`src/rtl/pwr_mode_pkg.sv`:
```
package pwr_mode_pkg;

    typedef enum logic [1:0] {
        MODE_RUN   = 2'd0,
        MODE_IDLE  = 2'd1,
        MODE_SLEEP = 2'd2
    } pm_mode_e;

    typedef enum logic [2:0] {
        XF_NONE     = 3'd0,
        XF_TO_IDLE  = 3'd1,
        XF_TO_RUN   = 3'd2,
        XF_TO_SLEEP = 3'd3,
        XF_WAKE     = 3'd4
    } pm_xfer_e;

    localparam logic [1:0] PLVL_RUN   = 2'b11;
    localparam logic [1:0] PLVL_IDLE  = 2'b01;
    localparam logic [1:0] PLVL_SLEEP = 2'b00;

endpackage

```
`src/rtl/pwr_lat_cnt.sv`:
```
module pwr_lat_cnt #(
    parameter int CNT_W = 8
) (
    input  logic             clk_i,
    input  logic             rst_ni,
    input  logic             load_i,
    input  logic [CNT_W-1:0] load_val_i,
    output logic             done_o,
    output logic             active_o
);

    logic [CNT_W-1:0] cnt_d, cnt_q;

    always_comb begin
        cnt_d = cnt_q;
        if (load_i) begin
            cnt_d = load_val_i;
        end else if (cnt_q != '0) begin
            cnt_d = cnt_q - 1'b1;
        end
    end

    always_ff @(posedge clk_i) begin
        if (!rst_ni) begin
            cnt_q <= '0;
        end else begin
            cnt_q <= cnt_d;
        end
    end

    assign done_o   = (cnt_q == CNT_W'(1));
    assign active_o = (cnt_q != '0);

    // every move lasts at least one cycle
    assert_load_nonzero_R2: assert property (@(posedge clk_i) disable iff (!rst_ni)
        load_i |=> active_o);

    // the count only falls by one per cycle between loads
    assert_count_steps_R2: assert property (@(posedge clk_i) disable iff (!rst_ni)
        ($past(active_o) && !$past(load_i)) |-> (cnt_q == $past(cnt_q) - 1'b1));

endmodule

```
`src/rtl/pwr_mode_dec.sv`:
```
module pwr_mode_dec
    import pwr_mode_pkg::*;
(
    input  pm_mode_e   mode_i,
    output logic       clk_en_o,
    output logic       shutdown_o,
    output logic [1:0] plvl_o
);

    always_comb begin
        clk_en_o   = 1'b0;
        shutdown_o = 1'b0;
        plvl_o     = PLVL_RUN;
        case (mode_i)
            MODE_RUN: begin
                clk_en_o = 1'b1;
                plvl_o   = PLVL_RUN;
            end
            MODE_IDLE: begin
                plvl_o = PLVL_IDLE;
            end
            MODE_SLEEP: begin
                shutdown_o = 1'b1;
                plvl_o     = PLVL_SLEEP;
            end
            default: begin
                clk_en_o = 1'b1;
                plvl_o   = PLVL_RUN;
            end
        endcase
    end

endmodule

```
`src/rtl/pwr_mode_ctrl.sv`:
```
module pwr_mode_ctrl
    import pwr_mode_pkg::*;
#(
    parameter int CYC_PER_US     = 125,
    parameter int RUN_IDLE_US    = 10,
    parameter int SLEEP_ENTER_US = 90,
    parameter int WAKE_US        = 160000
) (
    input  logic       clk_i,
    input  logic       rst_ni,
    input  logic       req_idle_i,
    input  logic       req_sleep_i,
    input  logic       irq_i,
    input  logic       wake_i,
    output logic [1:0] mode_o,
    output logic       clk_en_o,
    output logic       shutdown_o,
    output logic       busy_o,
    output logic [1:0] plvl_o
);

    localparam int LAT_RI  = CYC_PER_US * RUN_IDLE_US;
    localparam int LAT_SL  = CYC_PER_US * SLEEP_ENTER_US;
    localparam int LAT_WK  = CYC_PER_US * WAKE_US;
    localparam int LAT_MAX = (LAT_WK > LAT_SL) ? ((LAT_WK > LAT_RI) ? LAT_WK : LAT_RI)
                                               : ((LAT_SL > LAT_RI) ? LAT_SL : LAT_RI);
    localparam int CNT_W   = $clog2(LAT_MAX + 1);

    localparam logic [CNT_W-1:0] LD_RI = CNT_W'(LAT_RI);
    localparam logic [CNT_W-1:0] LD_SL = CNT_W'(LAT_SL);
    localparam logic [CNT_W-1:0] LD_WK = CNT_W'(LAT_WK);

    typedef struct packed {
        pm_mode_e mode;
        pm_xfer_e xfer;
        logic     pend;
    } pm_state_t;

    pm_state_t        st_d, st_q;
    logic             load;
    logic [CNT_W-1:0] load_val;
    logic             cnt_done;
    logic             cnt_active;

    always_comb begin
        st_d     = st_q;
        load     = 1'b0;
        load_val = '0;
        if (st_q.xfer == XF_NONE) begin
            case (st_q.mode)
                MODE_RUN: begin
                    if (req_sleep_i) begin
                        st_d.xfer = XF_TO_SLEEP;
                        load      = 1'b1;
                        load_val  = LD_SL;
                    end else if (req_idle_i) begin
                        st_d.xfer = XF_TO_IDLE;
                        st_d.pend = 1'b0;
                        load      = 1'b1;
                        load_val  = LD_RI;
                    end
                end
                MODE_IDLE: begin
                    if (irq_i) begin
                        st_d.xfer = XF_TO_RUN;
                        load      = 1'b1;
                        load_val  = LD_RI;
                    end
                end
                MODE_SLEEP: begin
                    if (wake_i) begin
                        st_d.xfer = XF_WAKE;
                        load      = 1'b1;
                        load_val  = LD_WK;
                    end
                end
                default: st_d.mode = MODE_RUN;
            endcase
        end else if (cnt_done) begin
            st_d.xfer = XF_NONE;
            st_d.pend = 1'b0;
            case (st_q.xfer)
                XF_TO_IDLE: begin
                    st_d.mode = MODE_IDLE;
                    if (st_q.pend || irq_i) begin
                        st_d.xfer = XF_TO_RUN;
                        load      = 1'b1;
                        load_val  = LD_RI;
                    end
                end
                XF_TO_SLEEP: st_d.mode = MODE_SLEEP;
                default:     st_d.mode = MODE_RUN;
            endcase
        end else if (st_q.xfer == XF_TO_IDLE && irq_i) begin
            st_d.pend = 1'b1;
        end
    end

    always_ff @(posedge clk_i) begin
        if (!rst_ni) begin
            st_q <= '{mode: MODE_RUN, xfer: XF_NONE, pend: 1'b0};
        end else begin
            st_q <= st_d;
        end
    end

    pwr_lat_cnt #(
        .CNT_W(CNT_W)
    ) lat_cnt_i (
        .clk_i     (clk_i),
        .rst_ni    (rst_ni),
        .load_i    (load),
        .load_val_i(load_val),
        .done_o    (cnt_done),
        .active_o  (cnt_active)
    );

    pwr_mode_dec mode_dec_i (
        .mode_i    (st_q.mode),
        .clk_en_o  (clk_en_o),
        .shutdown_o(shutdown_o),
        .plvl_o    (plvl_o)
    );

    assign mode_o = st_q.mode;
    assign busy_o = (st_q.xfer != XF_NONE);

    // busy is reported exactly while the latency counter runs
    assert_busy_tracks_count_R7: assert property (@(posedge clk_i) disable iff (!rst_ni)
        busy_o == cnt_active);

    // the mode changes only at the end of a move
    assert_mode_moves_when_busy_R2: assert property (@(posedge clk_i) disable iff (!rst_ni)
        (mode_o != $past(mode_o)) |-> $past(busy_o));

    // without wake, SLEEP is left alone
    assert_sleep_holds_R6: assert property (@(posedge clk_i) disable iff (!rst_ni)
        (mode_o == MODE_SLEEP && !busy_o && !wake_i) |=> (mode_o == MODE_SLEEP && !busy_o));

    // a held interrupt keeps busy high across the IDLE arrival
    assert_held_irq_returns_R8: assert property (@(posedge clk_i) disable iff (!rst_ni)
        (st_q.xfer == XF_TO_IDLE && cnt_done && (st_q.pend || irq_i))
            |=> (busy_o && mode_o == MODE_IDLE));

    // gate enable and shutdown never both high
    assert_outputs_exclusive_R9: assert property (@(posedge clk_i) disable iff (!rst_ni)
        $onehot0({clk_en_o, shutdown_o}));

endmodule

```
`config.mk`:
```
export PLATFORM = sky130hd
export DESIGN_NAME = pwr_mode_ctrl
export DESIGN_NICKNAME = d
export VERILOG_FILES = /design/src/rtl/pwr_mode_pkg.sv /design/src/rtl/pwr_lat_cnt.sv /design/src/rtl/pwr_mode_dec.sv /design/src/rtl/pwr_mode_ctrl.sv
export SDC_FILE = /design/constraint.sdc
export NUM_CORES = 1
export LEC_CHECK = 0
export CELL_PAD_IN_SITES_DETAIL_PLACEMENT = 1
export CELL_PAD_IN_SITES_GLOBAL_PLACEMENT = 1
export CORE_UTILIZATION = 45
export DETAILED_ROUTE_END_ITERATION = 7
export DONT_BUFFER_PORTS = 1
export PLACE_DENSITY_LB_ADDON = 0.1
export SLEW_MARGIN = 20
export SYNTH_ARGS = -nofsm -noshare
export SYNTH_HDL_FRONTEND = slang
export SYNTH_SLANG_ARGS = --single-unit
```
`constraint.sdc`:
```
create_clock -name clk_i -period 7 [get_ports clk_i]
set_input_delay 0.7 -clock clk_i [delete_from_list [all_inputs] [get_ports clk_i]]
set_output_delay 0.7 -clock clk_i [all_outputs]
set_load 0.05 [all_outputs]
```
==> out/qor.txt <==
status -> complete, no violations
# port buffers -> 0
crit path time final -> 2.96 ns
DP Area -> 1900 sq um
Synth Warn # -> 0
# hold bufs at CTS -> 0
initial antenna violation count -> 0
largest family of logic cells by synthesized area -> simple AND/OR/NAND/NOR gates
# IOs -> 13
final instance area -> 2000 sq um
Core Area -> 4000 sq um
Final setup viols -> 0
Setup Skew -> 0.00547 ns
flop-to-flop setup slack -> 4.04 ns
Slew HR -> 0.406
CP cell instances -> inv_1 -> ha_1 -> nand2_1 -> a31oi_1 -> a31oi_1 -> nand2_1 -> a21oi_1
static leakage -> 0.728 nW
Internal Power -> 427 uW
maximum clock path buffer count -> 2
CP max-delay cell -> dfxtp_1
post-route insts no fill -> 277
RR Startpoint -> mode_o[0]
Yosys top cell area share -> 0.332
CTS buffer count -> 5
per-cell routed wire length -> 18.7 microns
Worst setup EP type -> flop
xor/xnor cell area share of the yosys netlist -> 0.0749
global-route wire length before repair -> 8520 microns
Fin. Hold Viols -> 0
sequential share of power -> 0.328
Netlist cell types -> 47
CP arrival -> 3.16 ns
FF-to-FF path depth -> 7
# fillers -> 485
RSZ-0062 raised after global routing -> false
switching power -> 343 uW
top-count cell post-synth -> dfxtp_1
TritonCTS clock tree -> built
syn nets -> 238
Inst Count DP -> 269
total global routing overflow -> 0
Die ar. -> 4420 sq um
multiplexer area fraction after synthesis -> 0
Peak supply drop -> 0.184 mV
# Post-CTS Setup Buffers -> 0
post-CTS sizing -> 0
Clock power frac -> 0.203
GP Congestion -> 0.879
Startpoint Class -> flop
share of the yosys chip area belonging to registers -> 0.332
via/cell ratio -> 6.30
row count -> 23
Synth area leader -> dfxtp_1
Clock transition at path regs -> 0.07 ns
Avg Inst Size Synth -> 8.31 sq um
Crit path largest cell delay -> 0.70 ns
Final Max Tran Viols -> 0
total track usage -> 0.259
EDFF count, synth -> 0
post-synthesis compound-gate area fraction -> 0.219
starting density of the core -> 0.468
worst-path fanout max -> 10
Synth Instances -> 225
Yosys reg bits -> 31
Post-synth ARST share -> 0
fin util -> 0.500
largest net degree at the start of global routing -> 14
Cell Pwr Density -> 385 nW/um^2
Worst Hold Class -> flop to flop
worst skew pair latency -> 0.28 ns
router iterations before antenna repair -> 4
Achievable Freq -> 0.338 GHz
P&R area growth vs syn -> 6.89%
# diodes -> 0
Post-Synth Simple-Gate Area -> 0.283
critical path class -> flop to flop
Detail Placement HPWL -> 3810 microns
Mapped Area -> 1870 sq um
Worst setup startpoint -> mode_o[0]
DRT antenna net count -> 0
proportion of layout cells with a drive suffix above 1 -> 0.0793
Setup TNS -> 0 ns
Comb power frac -> 0.468
Tcrit/Tclk final -> 0.423
Worst-Margin Slew -> 0.890 ns
CTS sink count -> 31
clock root cell -> clkbuf_8
dominant synthesized flop cell -> dfxtp_1
die width -> 66.5 microns
vias in the first global route -> 1747
reg2reg end -> lat_cnt_i.cnt_q[17]
WP data required -> 7.20 ns
worst setup path end -> lat_cnt_i.cnt_q[17]
chip height -> 66.5 microns
Final nets -> 239
synth cell count leaders -> dfxtp_1 (31), nor2_1 (22), nand2_1 (18)
Post-route DRC -> 0
switching share of power -> 0.446
starting DRC count in detailed routing -> 75
synth top area cells -> dfxtp_1 (33%), xor2_1 (5.6%), ha_1 (4.7%)
Post-Route WL -> 5190 microns
adder-cell share of the synthesized area -> 0.0468
Max-cap violations -> 0
depth of the CTS H-tree -> 2
vias -> 1744
## layout make-up
class,instances,area [sq um],area share
Sequential cell,31,621,0.310
Multi-Input combinational cell,177,1170,0.584
Tap cell,50,62.6,0.0313
Timing Repair Buffer,2,15.0,0.00751
Inverter,9,33.8,0.0169
Clock buffer,8,100,0.0501
## stage by stage
stage / setup WS (ns) / total power, mW / hold slack, ns
5_1_grt: 3.87 / 0.819 / 0.538
6_report: 4.04 / 0.769 / 0.506
3_3_place_gp: 4.24 / 0.590 / 0.474
2_1_floorplan: 4.63 / 0.517 / 0.461
3_5_place_dp: 4.11 / 0.606 / 0.494
4_1_cts: 4.03 / 0.767 / 0.505
## cells in the final DEF (no fill, tap or decap), drive strengths merged, types with 7 or more instances in the layout
cell type,instances
nor3,7
or3,7
inv,9
nor2,22
xor2,12
dfxtp,31
nand2,18
o21ai,9
ha,7
clkbuf,8
or4,8
a21oi,15
o31ai,7
## sequential cells by signal (all words and copies together) (netlist names)
register	count
lat_cnt_i.cnt_q	25
mode_o	2
st_q	4
## per-layer routing
metal	track usage	share of wire	up-vias
met5	0	0	-
met4	0.106	0.018	0
met3	0.0565	0.050	9
met2	0.402	0.45	43
met1	0.345	0.48	857
li1	-	-	835
## cell families (layout without fill, tap and decap cells)
| family | count (synthesis) | in the layout |
|---|---|---|
| buffers and inverters | 17 | 19 |
| AO/OA/AOI/OAI | 59 | 59 |
| AND/OR/NAND/NOR | 95 | 95 |
| flip-flops | 31 | 31 |
| XOR/XNOR | 16 | 16 |
| adder cells (fa/ha/maj) | 7 | 7 |
## worst min-delay path by stage
stage,startpoint,endpoint,slack (ns),depth (start not counted)
final,lat_cnt_i.cnt_q[22],lat_cnt_i.cnt_q[22],0.51,2
after global routing,lat_cnt_i.cnt_q[12],lat_cnt_i.cnt_q[12],0.54,2
after CTS,lat_cnt_i.cnt_q[22],lat_cnt_i.cnt_q[22],0.51,2
after detailed placement,lat_cnt_i.cnt_q[22],lat_cnt_i.cnt_q[22],0.49,2
after global placement,lat_cnt_i.cnt_q[18],lat_cnt_i.cnt_q[18],0.47,2
after floorplan,lat_cnt_i.cnt_q[18],lat_cnt_i.cnt_q[18],0.46,2
## critical path, delay by kind of cell (launching register included)
kind                     cells  cell delay [ns]
AO/OA/AOI/OAI                3             0.89
flip-flops                   1             0.70
AND/OR/NAND/NOR              2             0.63
adder cells (fa/ha/maj)      1             0.47
buffers and inverters        1             0.17
## power by group through the flow
| stage | logic (mW) | registers (mW) | clock network, mW |
|---|---|---|---|
| after floorplan | 0.276 | 0.241 | 0 |
| after global placement | 0.338 | 0.252 | 0 |
| after detailed placement | 0.351 | 0.254 | 0 |
| after CTS | 0.356 | 0.251 | 0.161 |
| after global routing | 0.394 | 0.257 | 0.169 |
| final | 0.360 | 0.253 | 0.156 |
Power figures use the tool's default switching activity.
